`src/rtl/dbg_break_pkg.sv`:
```
package dbg_break_pkg;

   typedef enum logic [1:0] {
      KIND_OFF    = 2'd0,
      KIND_FETCH  = 2'd1,
      KIND_OPADDR = 2'd2,
      KIND_OPDATA = 2'd3
   } brk_kind_e;

   // per-channel compare results for one presented instruction
   typedef struct packed {
      logic fetch;
      logic op_addr;
      logic op_data;
   } brk_hit_t;

endpackage

```
`src/rtl/dbg_break_chan.sv`:
```
module dbg_break_chan
   import dbg_break_pkg::*;
#(
   parameter int AW = 32,
   parameter int DW = 32
) (
   input  logic          clk_i,
   input  logic          rst_ni,
   input  logic          we_i,
   input  logic [1:0]    kind_i,
   input  logic [AW-1:0] addr_i,
   input  logic [AW-1:0] amask_i,
   input  logic [DW-1:0] data_i,
   input  logic [DW-1:0] dmask_i,
   input  logic [AW-1:0] pc_i,
   input  logic          op_valid_i,
   input  logic [AW-1:0] op_addr_i,
   input  logic [DW-1:0] op_data_i,
   output brk_hit_t      hit_o
);

   brk_kind_e     kind_q;
   logic [AW-1:0] addr_q, amask_q;
   logic [DW-1:0] data_q, dmask_q;

   always_ff @(posedge clk_i or negedge rst_ni) begin
      if (!rst_ni) begin
         kind_q  <= KIND_OFF;
         addr_q  <= '0;
         amask_q <= '0;
         data_q  <= '0;
         dmask_q <= '0;
      end else if (we_i) begin
         kind_q  <= brk_kind_e'(kind_i);
         addr_q  <= addr_i;
         amask_q <= amask_i;
         data_q  <= data_i;
         dmask_q <= dmask_i;
      end
   end

   logic pc_eq, op_eq, data_eq;

   always_comb begin
      pc_eq   = ((pc_i      ^ addr_q) & ~amask_q) == '0;
      op_eq   = ((op_addr_i ^ addr_q) & ~amask_q) == '0;
      data_eq = ((op_data_i ^ data_q) & ~dmask_q) == '0;
      hit_o.fetch   = (kind_q == KIND_FETCH)  && pc_eq;
      hit_o.op_addr = (kind_q == KIND_OPADDR) && op_valid_i && op_eq;
      hit_o.op_data = (kind_q == KIND_OPDATA) && op_valid_i && op_eq && data_eq;
   end

endmodule

```
`src/rtl/dbg_break_seq.sv`:
```
module dbg_break_seq (
   input  logic clk_i,
   input  logic rst_ni,
   input  logic en_i,
   input  logic clr_i,
   input  logic act_i,
   input  logic a_hit_i,
   input  logic take_i,
   output logic ready_o
);

   // 0: no A match, 1: A matched on the last instruction, 2: two or more ago
   logic [1:0] dist_q;

   always_ff @(posedge clk_i or negedge rst_ni) begin
      if (!rst_ni) begin
         dist_q <= 2'd0;
      end else if (!en_i || clr_i || take_i) begin
         dist_q <= 2'd0;
      end else if (act_i) begin
         if (dist_q == 2'd0 && a_hit_i) dist_q <= 2'd1;
         else if (dist_q == 2'd1)       dist_q <= 2'd2;
      end
   end

   assign ready_o = (dist_q == 2'd2);

   // no jump from "no A seen" straight to "ready": spacing of at least two
   p_spacing_r7: assert property (@(posedge clk_i) disable iff (!rst_ni)
      (dist_q == 2'd0) |=> (dist_q != 2'd2));

   // once ready, the A record holds until consumed or cleared
   p_sticky_r8: assert property (@(posedge clk_i) disable iff (!rst_ni)
      (dist_q == 2'd2 && en_i && !clr_i && !take_i) |=> (dist_q == 2'd2));

endmodule

```
`src/rtl/dbg_break_delay.sv`:
```
module dbg_break_delay #(
   parameter int AW  = 32,
   parameter int LAT = 2,
   parameter int IB  = 2
) (
   input  logic          clk_i,
   input  logic          rst_ni,
   input  logic          act_i,
   input  logic          kill_i,
   input  logic          oa_i,
   input  logic          od_i,
   input  logic          br_i,
   input  logic          tk_i,
   input  logic [AW-1:0] tgt_i,
   input  logic [AW-1:0] pc_i,
   output logic          fire_o,
   output logic [AW-1:0] fire_pc_o,
   output logic          armed_o
);

   localparam int RW = 2;
   localparam logic [RW-1:0] DATA_REM = RW'(LAT - 1);

   if (LAT < 1 || LAT > 4) begin : g_lat_chk
      $error("dbg_break_delay: LAT must lie in 1..4");
   end

   logic          armed_q;
   logic [RW-1:0] rem_q;
   logic          slot_q, slot_tk_q;
   logic [AW-1:0] slot_tgt_q;

   logic          new_hit, eff_valid;
   logic [RW-1:0] old_rem, new_rem, eff_rem;

   always_comb begin
      fire_pc_o = (slot_q && slot_tk_q) ? slot_tgt_q : pc_i + AW'(IB);
      old_rem   = (rem_q == '0) ? '0 : rem_q - 1'b1;
      new_hit   = oa_i || od_i;
      new_rem   = oa_i ? '0 : DATA_REM;
      eff_valid = armed_q || new_hit;
      if (armed_q && (!new_hit || old_rem < new_rem)) eff_rem = old_rem;
      else                                            eff_rem = new_rem;
      fire_o    = act_i && eff_valid && (eff_rem == '0) && !br_i;
   end

   always_ff @(posedge clk_i or negedge rst_ni) begin
      if (!rst_ni) begin
         armed_q    <= 1'b0;
         rem_q      <= '0;
         slot_q     <= 1'b0;
         slot_tk_q  <= 1'b0;
         slot_tgt_q <= '0;
      end else if (kill_i) begin
         armed_q <= 1'b0;
         slot_q  <= 1'b0;
      end else if (act_i) begin
         armed_q    <= eff_valid && !fire_o;
         rem_q      <= eff_rem;
         slot_q     <= br_i;
         slot_tk_q  <= tk_i;
         slot_tgt_q <= tgt_i;
      end
   end

   assign armed_o = armed_q;

   // countdown never exceeds the configured latency
   p_rem_range_r4: assert property (@(posedge clk_i) disable iff (!rst_ni)
      armed_q |-> (rem_q <= DATA_REM));

   // a due break at a branch is carried over into the delay slot
   p_slot_carry_r5: assert property (@(posedge clk_i) disable iff (!rst_ni)
      (act_i && !kill_i && br_i && (armed_q || new_hit)) |=> armed_q);

endmodule

```
`src/rtl/dbg_break_ctl.sv`:
```
module dbg_break_ctl
   import dbg_break_pkg::*;
#(
   parameter int AW         = 32,
   parameter int DW         = 32,
   parameter int DATA_LAT   = 2,
   parameter int INSN_BYTES = 2
) (
   input  logic          clk_i,
   input  logic          rst_ni,
   input  logic          cfg_we_i,
   input  logic          cfg_sel_i,
   input  logic [1:0]    cfg_kind_i,
   input  logic [AW-1:0] cfg_addr_i,
   input  logic [AW-1:0] cfg_amask_i,
   input  logic [DW-1:0] cfg_data_i,
   input  logic [DW-1:0] cfg_dmask_i,
   input  logic          seq_en_i,
   input  logic          ret_valid_i,
   input  logic [AW-1:0] ret_pc_i,
   input  logic          ret_branch_i,
   input  logic          ret_taken_i,
   input  logic [AW-1:0] ret_target_i,
   input  logic          ret_op_valid_i,
   input  logic [AW-1:0] ret_op_addr_i,
   input  logic [DW-1:0] ret_op_data_i,
   input  logic          irq_i,
   input  logic          brk_ack_i,
   output logic          brk_req_o,
   output logic [AW-1:0] brk_pc_o,
   output logic          irq_take_o
);

   localparam int NCH = 2;
   localparam int CH_A = 0;
   localparam int CH_B = 1;

   if (AW < 2 || DW < 1) begin : g_width_chk
      $error("dbg_break_ctl: AW must be at least 2 and DW at least 1");
   end
   if (INSN_BYTES < 1 || (INSN_BYTES & (INSN_BYTES - 1)) != 0) begin : g_ib_chk
      $error("dbg_break_ctl: INSN_BYTES must be a power of two");
   end

   brk_hit_t hit [NCH];

   for (genvar c = 0; c < NCH; c++) begin : g_ch
      dbg_break_chan #(.AW(AW), .DW(DW)) u_chan (
         .clk_i      (clk_i),
         .rst_ni     (rst_ni),
         .we_i       (cfg_we_i && (cfg_sel_i == 1'(c))),
         .kind_i     (cfg_kind_i),
         .addr_i     (cfg_addr_i),
         .amask_i    (cfg_amask_i),
         .data_i     (cfg_data_i),
         .dmask_i    (cfg_dmask_i),
         .pc_i       (ret_pc_i),
         .op_valid_i (ret_op_valid_i),
         .op_addr_i  (ret_op_addr_i),
         .op_data_i  (ret_op_data_i),
         .hit_o      (hit[c])
      );
   end

   logic          req_q;
   logic [AW-1:0] pc_q;
   logic          act, a_any, b_any, seq_ready, en_a, en_b, seq_take;
   logic          fetch_hit, oa_hit, od_hit, op_fire, fire_any, armed;
   logic [AW-1:0] op_pc;

   always_comb begin
      act       = ret_valid_i && !req_q;
      a_any     = hit[CH_A].fetch || hit[CH_A].op_addr || hit[CH_A].op_data;
      b_any     = hit[CH_B].fetch || hit[CH_B].op_addr || hit[CH_B].op_data;
      en_a      = !seq_en_i;
      en_b      = !seq_en_i || seq_ready;
      seq_take  = act && seq_en_i && seq_ready && b_any;
      fetch_hit = act && ((en_a && hit[CH_A].fetch) || (en_b && hit[CH_B].fetch));
      oa_hit    = act && !fetch_hit &&
                  ((en_a && hit[CH_A].op_addr) || (en_b && hit[CH_B].op_addr));
      od_hit    = act && !fetch_hit &&
                  ((en_a && hit[CH_A].op_data) || (en_b && hit[CH_B].op_data));
   end

   dbg_break_seq u_seq (
      .clk_i   (clk_i),
      .rst_ni  (rst_ni),
      .en_i    (seq_en_i),
      .clr_i   (cfg_we_i),
      .act_i   (act),
      .a_hit_i (a_any),
      .take_i  (seq_take),
      .ready_o (seq_ready)
   );

   dbg_break_delay #(.AW(AW), .LAT(DATA_LAT), .IB(INSN_BYTES)) u_delay (
      .clk_i     (clk_i),
      .rst_ni    (rst_ni),
      .act_i     (act && !fetch_hit),
      .kill_i    (fetch_hit),
      .oa_i      (oa_hit),
      .od_i      (od_hit),
      .br_i      (ret_branch_i),
      .tk_i      (ret_taken_i),
      .tgt_i     (ret_target_i),
      .pc_i      (ret_pc_i),
      .fire_o    (op_fire),
      .fire_pc_o (op_pc),
      .armed_o   (armed)
   );

   assign fire_any = fetch_hit || op_fire;

   always_ff @(posedge clk_i or negedge rst_ni) begin
      if (!rst_ni) begin
         req_q <= 1'b0;
         pc_q  <= '0;
      end else if (fire_any) begin
         req_q <= 1'b1;
         pc_q  <= fetch_hit ? ret_pc_i : op_pc;
      end else if (brk_ack_i) begin
         req_q <= 1'b0;
      end
   end

   assign brk_req_o  = req_q;
   assign brk_pc_o   = pc_q;
   assign irq_take_o = irq_i && !req_q && !armed && !fire_any;

   // pending request and its PC hold until acknowledged
   p_req_hold_r9: assert property (@(posedge clk_i) disable iff (!rst_ni)
      (req_q && !brk_ack_i) |=> (req_q && $stable(brk_pc_o)));

   // acknowledge drops the request
   p_ack_drop_r9: assert property (@(posedge clk_i) disable iff (!rst_ni)
      (req_q && brk_ack_i) |=> !req_q);

   // nothing counts down while a request is outstanding
   p_quiet_pending_r9: assert property (@(posedge clk_i) disable iff (!rst_ni)
      req_q |-> !armed);

   // interrupt is held off by a pending or counting break
   p_irq_gate_r10: assert property (@(posedge clk_i) disable iff (!rst_ni)
      (req_q || armed) |-> !irq_take_o);

   // a fetch break saves the address of the instruction it stopped
   p_fetch_pc_r1: assert property (@(posedge clk_i) disable iff (!rst_ni)
      fetch_hit |=> (brk_req_o && brk_pc_o == $past(ret_pc_i)));

endmodule

```
`config.mk`:
```
export PLATFORM = sky130hd
export DESIGN_NAME = dbg_break_ctl
export DESIGN_NICKNAME = d
export VERILOG_FILES = /design/src/rtl/dbg_break_pkg.sv /design/src/rtl/dbg_break_chan.sv /design/src/rtl/dbg_break_seq.sv /design/src/rtl/dbg_break_delay.sv /design/src/rtl/dbg_break_ctl.sv
export SDC_FILE = /design/constraint.sdc
export NUM_CORES = 1
export LEC_CHECK = 0
export ABC_AREA = 0
export BUFFER_PORTS_ARGS = -buffer_cell sky130_fd_sc_hd__buf_4
export CAP_MARGIN = 20
export CORE_MARGIN = 2
export CORE_UTILIZATION = 53
export CTS_CLUSTER_DIAMETER = 80
export DETAILED_ROUTE_END_ITERATION = 8
export GPL_TIMING_DRIVEN = 0
export PLACE_DENSITY = 0.82
export SETUP_SLACK_MARGIN = 0.2
export SYNTH_ARGS = -nofsm -noshare
export SYNTH_HDL_FRONTEND = slang
export SYNTH_SLANG_ARGS = --single-unit
export TNS_END_PERCENT = 50
```
`constraint.sdc`:
```
create_clock -name clk_i -period 5.3 [get_ports clk_i]
set_input_delay 1.06 -clock clk_i [delete_from_list [all_inputs] [get_ports clk_i]]
set_output_delay 1.06 -clock clk_i [all_outputs]
set_load 0.02 [all_outputs]
```
==> results of run 1 <==
[cells in the final DEF (no fill, tap or decap), drive strengths merged, types with 8 or more instances in the layout]
cell type / n
clkbuf: 110
and3: 8
mux2: 301
a211o: 8
dfrtp: 332
a21oi: 33
xor2: 10
nor3: 17
o21ai: 23
buf: 297
clkinv: 10
o22ai: 88
mux2i: 10
nor4: 22
xnor2: 191
nand2: 51
inv: 14
nor2: 30
nand3: 31
and2: 8
[synthesized netlist by cell type, types with 10 or more instances]
library cell | instances | area [sq um]
dfrtp_1 | 332 | 8308
mux2_2 | 301 | 3390
xnor2_1 | 191 | 1673
o22ai_1 | 88 | 550.5
clkbuf_1 | 63 | 236.5
nand2_1 | 51 | 191.4
a21oi_1 | 33 | 165.2
nand3_1 | 31 | 155.2
nor2_1 | 29 | 108.9
nor4_1 | 22 | 137.6
o21ai_0 | 22 | 110.1
nor3_1 | 16 | 80.08
inv_1 | 12 | 45.04
mux2i_1 | 10 | 100.1
xor2_1 | 10 | 87.58
[worst min-delay path by stage]
stage	end	slack [ns]	cells after the start
floorplan	u_delay.rem_q[1]$_DFFE_PN0P_	0.47	1
global placement	g_ch[1].u_chan.dmask_q[24]$_DFFE_PN0P_	0.48	1
detailed placement	g_ch[1].u_chan.dmask_q[14]$_DFFE_PN0P_	0.49	1
CTS	g_ch[1].u_chan.dmask_q[14]$_DFFE_PN0P_	0.51	1
global route	g_ch[1].u_chan.dmask_q[29]$_DFFE_PN0P_	0.52	1
finish	g_ch[1].u_chan.dmask_q[14]$_DFFE_PN0P_	0.50	1
[state kept, by name, indices dropped and copies added (netlist names)]
signal               cells
g_ch.u_chan.kind_q       4
u_delay.slot_tk_q        1
g_ch.u_chan.addr_q      64
g_ch.u_chan.dmask_q     64
u_delay.rem_q            2
u_delay.slot_q           1
u_delay.armed_o          1
brk_req_o                1
u_seq.dist_q             2
g_ch.u_chan.amask_q     64
brk_pc_o                32
u_delay.slot_tgt_q      32
g_ch.u_chan.data_q      64
[cell families after synthesis]
group                    count (synthesis)  share of synthesized area
flip-flops                             332                     0.5137
XOR/XNOR                               201                     0.1088
multiplexers                           311                     0.2158
buffers and inverters                   84                    0.01996
AO/OA/AOI/OAI                          201                    0.08092
adder cells (fa/ha/maj)                  1                  0.0007735
AND/OR/NAND/NOR                        191                    0.06011
[through the flow]
| stage | hold WS (ns) | total power, mW | util | setup WS (ns) | instances |
|---|---|---|---|---|---|
| 2_1_floorplan | 0.4717 | 3.884 | - | 0.4075 | 1321 |
| 3_3_place_gp | 0.4845 | 4.415 | 0.6288 | -0.02839 | 1994 |
| 3_5_place_dp | 0.4948 | 4.470 | 0.6309 | -0.09488 | 1996 |
| 4_1_cts | 0.5073 | 6.998 | 0.6722 | 0.2213 | 2061 |
| 5_1_grt | 0.5222 | 7.242 | 0.6741 | 0.2469 | 2065 |
| 6_report | 0.5044 | 6.991 | 0.6742 | 0.3661 | 2066 |
[metal layers]
metal	up-vias	global-route usage	part of all wire
met4	2	0.1582	0.052
met5	-	0	0.00025
li1	5444	-	-
met3	149	0.09924	0.11
met2	673	0.5283	0.47
met1	6201	0.3960	0.37
[final cells by class]
class | count | area share
repair buffers | 288 | 0.1097
diodes | 3 | 0.0003727
inverters | 12 | 0.002236
multi-input cells | 905 | 0.3775
flip-flops and latches | 332 | 0.4125
plain buffers | 72 | 0.01416
well taps | 390 | 0.02423
clock buffers | 47 | 0.05032
clock inverters | 17 | 0.008946
[where the power goes]
| group | total [mW] | switching (mW) | internal, mW |
|---|---|---|---|
| Sequential | 3.15 | 0.290 | 2.86 |
| Clock | 2.52 | 1.06 | 1.46 |
| Combinational | 1.32 | 0.613 | 0.705 |
| Total | 6.99 | 1.96 | 5.03 |
[repair_timing]
item	4_1_cts	5_1_grt
endpoints found under the setup margin	1	1
resized for setup	7	6
pin swaps	1	0
setup buffers	1	2
==> flow_metrics.env, run 1 <==
export IMPL_startpoint="ret_op_addr_i[0]"
export IMPL_synth_main_ff_cell="dfrtp_1"
export IMPL_powerDensity_mw_per_mm2=347.1
export IMPL_cts_htree_levels=2
export IMPL_nets=1918
export IMPL_async_flop_share=1.000
export IMPL_finalCriticalPeriod_ns=4.934
export IMPL_critPathBufInv=3
export IMPL_cp_num_cells=12
export IMPL_route_detailed_drc=0
export IMPL_ys_seq_area_frac=0.5137
export IMPL_critPathMostFrequentCell="buf_4"
export IMPL_cts_hold_buffers=0
export IMPL_antenna_left=0
export IMPL_die_h_um=178.7
export IMPL_path_cells="buf_4, xnor2_1, o22ai_1, or4_1, or4_4, nor3_4, a221oi_1, a2111o_1, nand2_1, buf_6, nor4b_2, buf_4"
export IMPL_die_area_sq_mm=0.03193
export IMPL_rows=63
export IMPL_fin_worst_skew_ns=0.02392
export IMPL_status="finished, final reports clean"
export IMPL_post_drt_wl_per_cell_um=25.02
export IMPL_worstPathArrival_ns=3.87
export IMPL_syn_inst=1321
export IMPL_setup_viol=0
export IMPL_cts_tree="yes"
export IMPL_coreArea_sq_mm=0.02987
export IMPL_clk_pin_slew_worst_paths_ns=0.05
export IMPL_clk_latency_ns=0.53
export IMPL_synth_area_sq_mm=0.01617
export IMPL_crit_family="simple AND/OR/NAND/NOR gates"
export IMPL_gr_total_overflow=0
export IMPL_critPathMaxStageDelay_ns=0.59
export IMPL_maxSlewViolCount=0
export IMPL_finalCritPeriodShare=0.9309
export IMPL_final_area_sq_mm=0.02014
export IMPL_initial_core_util=0.5414
export IMPL_hp_class="reg2reg"
export IMPL_r2r_start="g_ch[0].u_chan.addr_q[0]$_DFFE_PN0P_"
export IMPL_dr_pass1_iters=6
export IMPL_ys_ff_latch=332
export IMPL_clk_path_buf_depth=3
export IMPL_place_congestion=1.009
export IMPL_synth_edf_count=0
export IMPL_grt_max_degree=126
export IMPL_die_w_um=178.7
export IMPL_clock_sinks=332
export IMPL_antenna_found_initial=3
export IMPL_slew_headroom=0.2608
export IMPL_hold_viol=0
export IMPL_tns_ns=0
export IMPL_required_ns=4.24
export IMPL_tritoncts_num_buffers=37
export IMPL_grt_usage=0.3254
export IMPL_power_leakage_nw=8.614
export IMPL_regToRegEndpoint="brk_pc_o[8]$_DFFE_PN0P_"
export IMPL_routed_via_count=12469
export IMPL_worstHoldStart="g_ch[1].u_chan.dmask_q[14]$_DFFE_PN0P_"
export IMPL_drive_gt1_frac=0.3981
export IMPL_reg2regPathDepth=11
export IMPL_synthesis_nets=1591
export IMPL_drtIter0Drc=1130
export IMPL_avgViaCountPerCell=6.035
export IMPL_synth_avg_cell_area_sq_um=12.24
export IMPL_max_cap_viol_count=0
export IMPL_end_kind="output port"
export IMPL_worst_setup_path_type="in2out"
export IMPL_io_pins=303
export IMPL_rsz0062_at_grt="no"
export IMPL_r2r_slack_ns=1.64
export IMPL_portBuffers=283
export IMPL_totalWireLength_um=51690
export IMPL_area_delta_synth_final_pct=24.52
export IMPL_vdd_drop_max_mv=0.2915
export IMPL_placed_area_sq_mm=0.01885
export IMPL_multi_input_area_sq_mm=0.007604
export IMPL_cp_endpoint="irq_take_o"
export IMPL_hpwl_um=39830
export IMPL_crit_fanout=3
export IMPL_synth_cell_types=54
export IMPL_fmax_mhz=202.7
export IMPL_crit_path_start_kind="input port"
export IMPL_fillers=2203
export IMPL_grt_pass1_vias=13069
export IMPL_crit_slowest_cell="or4_4"
export IMPL_seq_area_sq_mm=0.008308
export IMPL_grt_pass1_wl_um=76280
export IMPL_root_buffer="clkbuf_16"
export IMPL_yosysWarningCount=0
export IMPL_worst_slew_pin_slew_ns=1.109
(Power assumes the default switching activity.)
==> run 2: changes to the inputs <==
CTS_BUF_LIST = sky130_fd_sc_hd__clkbuf_2 sky130_fd_sc_hd__clkbuf_4 sky130_fd_sc_hd__clkbuf_8   (was default)
==> run 2 against run 1 <==
Net effect: combinational power about the same; via count increased by 0.80%; setup slack lost 0.0038 ns; worst hold slack worse by 0.024 ns; final cell count rose by 1.6%.
==> flow_metrics.env, run 2 (synthesis results as in run 1) <==
export IMPL_status="finished, final reports clean"
export IMPL_r2r_start="g_ch[0].u_chan.addr_q[0]$_DFFE_PN0P_"
export IMPL_instances_no_fill=2099
export IMPL_final_common_cell="dfrtp_1"
export IMPL_vdd_drop_max_mv=0.3380
export IMPL_crit_path_start_kind="input port"
export IMPL_root_buffer="clkbuf_8"
export IMPL_io_pins=303
export IMPL_rsz0062_at_grt="no"
export IMPL_powerDensity_mw_per_mm2=339.3
export IMPL_end_kind="output port"
export IMPL_fmax_mhz=202.5
export IMPL_drtIter0Drc=1179
export IMPL_total_power_mw=6.826
export IMPL_required_ns=4.24
export IMPL_route_detailed_drc=0
export IMPL_grt_max_degree=126
export IMPL_place_congestion=1.009
export IMPL_final_area_sq_mm=0.02012
export IMPL_clock_sinks=332
export IMPL_area_delta_synth_final_pct=24.39
export IMPL_post_drt_wl_per_cell_um=24.79
export IMPL_worst_setup_path_type="in2out"
export IMPL_coreArea_sq_mm=0.02987
export IMPL_startpoint="ret_op_addr_i[0]"
export IMPL_grt_usage=0.3279
export IMPL_fin_worst_skew_ns=0.02336
export IMPL_antenna_found_initial=4
export IMPL_cts_htree_levels=2
export IMPL_cts_tree="yes"
export IMPL_initial_core_util=0.5414
export IMPL_antenna_left=0
export IMPL_slew_headroom=0.2183
export IMPL_grt_pass1_wl_um=77250
export IMPL_routed_via_count=12569
export IMPL_totalWireLength_um=52030
export IMPL_hp_class="in2async"
export IMPL_portBuffers=283
export IMPL_die_w_um=178.7
export IMPL_fin_util=0.6735
export IMPL_dp_cells=1996
export IMPL_placed_area_sq_mm=0.01885
export IMPL_gr_total_overflow=0
export IMPL_worstPathArrival_ns=3.88
export IMPL_rows=63
export IMPL_clk_pin_slew_worst_paths_ns=0.06
export IMPL_drive_gt1_frac=0.4130
export IMPL_dr_pass1_iters=6
export IMPL_worst_slew_pin_slew_ns=1.173
export IMPL_hpwl_um=39830
export IMPL_tritoncts_num_buffers=55
export IMPL_maxSlewViolCount=0
export IMPL_hold_slack_ns=0.4804
export IMPL_grt_pass1_vias=13155
export IMPL_crit_fanout=3
export IMPL_max_cap_viol_count=0
export IMPL_avgViaCountPerCell=5.988
export IMPL_layout_common_cells="dfrtp_1 (332), mux2_2 (301), buf_4 (285)"
export IMPL_cts_hold_buffers=0
export IMPL_finalCritPeriodShare=0.9316
export IMPL_clk_path_buf_depth=3
export IMPL_nets=1936
export IMPL_finalCriticalPeriod_ns=4.938
export IMPL_clk_latency_ns=0.60
export IMPL_die_h_um=178.7
export IMPL_fillers=2212
export IMPL_die_area_sq_mm=0.03193
export IMPL_hold_viol=0
export IMPL_power_leakage_nw=8.671
export IMPL_setup_viol=0
run 2: worst paths after layout:
kind	endpoint	slack (ns)	depth (start not counted)
worst max-delay path	irq_take_o	0.36	12
worst min-delay path	g_ch[1].u_chan.addr_q[13]$_DFFE_PN0P_	0.48	1
worst max register to register	brk_pc_o[8]$_DFFE_PN0P_	1.63	11
worst min register to register	g_ch[1].u_chan.dmask_q[14]$_DFFE_PN0P_	0.51	1
max in group asynchronous	g_ch[0].u_chan.data_q[23]$_DFFE_PN0P_	3.22	3
min in group clk_i	g_ch[1].u_chan.dmask_q[14]$_DFFE_PN0P_	0.51	1
run 2: area by class of cell:
type | count | area [sq um] | share of cell area
Clock buffer | 89 | 1112 | 0.05529
Clock inverter | 9 | 58.81 | 0.002923
Sequential cell | 332 | 8308 | 0.4129
Timing Repair Buffer | 288 | 2210 | 0.1098
Multi-Input combinational cell | 905 | 7606 | 0.3780
Buffer | 72 | 286.5 | 0.01424
Inverter | 12 | 45.04 | 0.002239
Antenna cell | 2 | 5.005 | 0.0002488
Tap cell | 390 | 488.0 | 0.02425
run 2: report_power, final:
part	switching (mW)	internal, mW
Sequential	0.291	2.86
Clock	1.03	1.33
Combinational	0.614	0.705
Total	1.93	4.89
run 2: critical path, cell delays in order:
cell and delay (ns):
buf_4 0.13, xnor2_1 0.20, o22ai_1 0.16, or4_1 0.48, or4_4 0.60, nor3_4 0.19, a221oi_1 0.15, a2111o_1 0.44
nand2_1 0.12, buf_6 0.13, nor4b_2 0.04, buf_4 0.16
run 2: timing repair:
item / in CTS / in global routing
endpoints found under the setup margin: 1 / 1
resized for setup: 8 / 7
pin swaps: 1 / 0
hold endpoints to repair: 0 / 0
setup buffers: 1 / 2
run 2: per-stage QoR:
| step | setup TNS (ns) | setup slack [ns] |
|---|---|---|
| after floorplan | 0 | 0.4075 |
| after global placement | -0.02839 | -0.02839 |
| after detailed placement | -0.09488 | -0.09488 |
| after CTS | 0 | 0.2169 |
| after global routing | 0 | 0.2336 |
| final | 0 | 0.3623 |
run 2: per-layer routing:
layer / vias to the layer above / share of wire / global-route usage
met5: - / 0.00056 / 0
met4: 4 / 0.051 / 0.1568
met3: 148 / 0.10 / 0.09012
met2: 702 / 0.47 / 0.5388
met1: 6240 / 0.37 / 0.4012
li1: 5475 / - / -
==> run 3: changes to the inputs <==
clock period = 6.01 ns   (was 5.3 ns; I/O delays follow)
==> run 3 against run 2 <==
Net effect: critical path depth is the same; register-to-register slack gained 0.66 ns; clock power shrank 12%; combinational power shrank 13%; sequential share of layout area grew 0.18 points; worst hold slack gained 0.025 ns; largest power group unchanged.
==> flow_metrics.env, run 3 (synthesis results as in run 1) <==
export IMPL_setup_viol=0
export IMPL_required_ns=4.81
export IMPL_powerDensity_mw_per_mm2=300.0
export IMPL_finalCritPeriodShare=0.9344
export IMPL_final_common_cell="dfrtp_1"
export IMPL_totalWireLength_um=51810
export IMPL_power_leakage_nw=8.629
export IMPL_r2r_slack_ns=2.29
export IMPL_fin_worst_skew_ns=0.02527
export IMPL_initial_core_util=0.5414
export IMPL_cts_hold_buffers=0
export IMPL_die_h_um=178.7
export IMPL_hp_class="reg2reg"
export IMPL_coreArea_sq_mm=0.02987
export IMPL_startpoint="ret_pc_i[4]"
export IMPL_clk_latency_ns=0.60
export IMPL_fin_util=0.6705
export IMPL_fmax_mhz=178.1
export IMPL_critPathMaxStageDelay_ns=0.63
export IMPL_worst_setup_path_type="in2out"
export IMPL_drive_gt1_frac=0.4061
export IMPL_r2r_start="g_ch[0].u_chan.addr_q[13]$_DFFE_PN0P_"
export IMPL_post_drt_wl_per_cell_um=24.72
export IMPL_hold_viol=0
export IMPL_crit_slowest_cell="nor4_1"
export IMPL_area_delta_synth_final_pct=23.85
export IMPL_seq_area_sq_mm=0.008308
export IMPL_antenna_found_initial=4
export IMPL_clock_sinks=332
export IMPL_tritoncts_num_buffers=55
export IMPL_path_cells="clkbuf_1, xnor2_1, o22ai_1, nor4_1, nand2_1, nor4_1, or3_1, a2111o_1, nand2_1, buf_4, nor4b_1, buf_4"
export IMPL_clk_path_buf_depth=3
export IMPL_max_cap_viol_count=0
export IMPL_cts_htree_levels=2
export IMPL_grt_pass1_wl_um=77000
export IMPL_worstPathArrival_ns=4.41
export IMPL_io_pins=303
export IMPL_fillers=2220
export IMPL_grt_max_degree=126
export IMPL_hpwl_um=39830
export IMPL_drtIter0Drc=1259
export IMPL_clk_pin_slew_worst_paths_ns=0.05
export IMPL_avgViaCountPerCell=6.007
export IMPL_root_buffer="clkbuf_8"
export IMPL_layout_common_cells="dfrtp_1 (332), mux2_2 (301), buf_4 (283)"
export IMPL_die_w_um=178.7
export IMPL_place_congestion=1.009
export IMPL_cts_tree="yes"
export IMPL_nets=1933
export IMPL_regToRegEndpoint="brk_pc_o[30]$_DFFE_PN0P_"
export IMPL_gr_total_overflow=0
export IMPL_cp_endpoint="irq_take_o"
export IMPL_die_area_sq_mm=0.03193
export IMPL_rsz0062_at_grt="no"
export IMPL_slew_headroom=0.2390
export IMPL_portBuffers=283
export IMPL_dr_pass1_iters=6
export IMPL_crit_path_start_kind="input port"
export IMPL_crit_fanout=10
export IMPL_grt_pass1_vias=13127
export IMPL_finalCriticalPeriod_ns=5.615
export IMPL_vdd_drop_max_mv=0.2983
export IMPL_routed_via_count=12590
export IMPL_status="finished, final reports clean"
export IMPL_antenna_left=0
export IMPL_multi_input_area_sq_mm=0.007550
export IMPL_maxSlewViolCount=0
export IMPL_rows=63
export IMPL_grt_usage=0.3267
export IMPL_end_kind="output port"
export IMPL_route_detailed_drc=0
export IMPL_reg2regPathDepth=10
export IMPL_tns_ns=0
export IMPL_worst_slew_pin_slew_ns=1.141
[run 3: cell count changes in the layout (fill, tap and decap cells not counted), moves of 2 or more]
cell	delta
nor4_1	+4
clkbuf_1	+4
buf_4	-2
clkbuf_2	-4
nor4_4	-2
nor4_2	-2
[run 3: per-stage QoR]
step                std cells  instance area, sq um  setup WS, ns  power [mW]  hold WS (ns)
floorplan                1321                 16170        0.8335       3.425        0.4717
CTS                      2094                 20020        0.3112       6.019        0.5082
finish                   2096                 20030        0.3945       6.010        0.5050
global route             2096                 20030        0.2147       6.244        0.5224
detailed placement       1996                 18850        0.3311       3.941        0.4948
global placement         1994                 18790        0.3976       3.894        0.4845
[run 3: how the worst min path moves through the flow]
| stage | start | end | slack [ns] | cells after the start |
|---|---|---|---|---|
| after floorplan | u_delay.rem_q[1]$_DFFE_PN0P_ | u_delay.rem_q[1]$_DFFE_PN0P_ | 0.47 | 1 |
| after global placement | g_ch[1].u_chan.dmask_q[24]$_DFFE_PN0P_ | g_ch[1].u_chan.dmask_q[24]$_DFFE_PN0P_ | 0.48 | 1 |
| after detailed placement | g_ch[1].u_chan.dmask_q[14]$_DFFE_PN0P_ | g_ch[1].u_chan.dmask_q[14]$_DFFE_PN0P_ | 0.49 | 1 |
| after CTS | g_ch[1].u_chan.dmask_q[14]$_DFFE_PN0P_ | g_ch[1].u_chan.dmask_q[14]$_DFFE_PN0P_ | 0.51 | 1 |
| after global routing | g_ch[1].u_chan.dmask_q[26]$_DFFE_PN0P_ | g_ch[1].u_chan.dmask_q[26]$_DFFE_PN0P_ | 0.52 | 1 |
| final | brk_pc_o[21]$_DFFE_PN0P_ | brk_pc_o[21]$_DFFE_PN0P_ | 0.50 | 1 |
[run 3: layout make-up]
cell class                      count  share of cell area
Antenna cell                        2           0.0002498
Buffer                             72             0.01387
Clock buffer                       89             0.05553
Clock inverter                      9            0.002936
Inverter                           12            0.002249
Multi-Input combinational cell    905              0.3769
Sequential cell                   332              0.4147
Tap cell                          390             0.02436
Timing Repair Buffer              285              0.1092
[run 3: layer usage]
layer	track usage	routed length, um	vias up
li1	-	-	5477
met1	0.4016	19370	6253
met2	0.5347	24210	710
met3	0.08948	5594	146
met4	0.1565	2612	4
met5	0	23	-
[run 3: power breakdown]
| group | switching [mW] | internal, mW | leakage (nW) |
|---|---|---|---|
| clock network | 0.909 | 1.17 | 0.632 |
| logic | 0.534 | 0.618 | 4.02 |
| registers | 0.255 | 2.52 | 3.97 |
| total | 1.70 | 4.31 | 8.63 |
[run 3: what timing repair did]
| action | in CTS | in global routing |
|---|---|---|
| endpoints found under the setup margin | 0 | 1 |
| setup buffers | 0 | 0 |
| gates resized for setup | 0 | 1 |
[run 3: worst max-delay path, delay by kind of cell]
family | cells | cell delay (ns)
xor+xnor | 1 | 0.18
simple gates | 6 | 1.84
compound gates | 2 | 0.34
buf+inv | 3 | 0.85
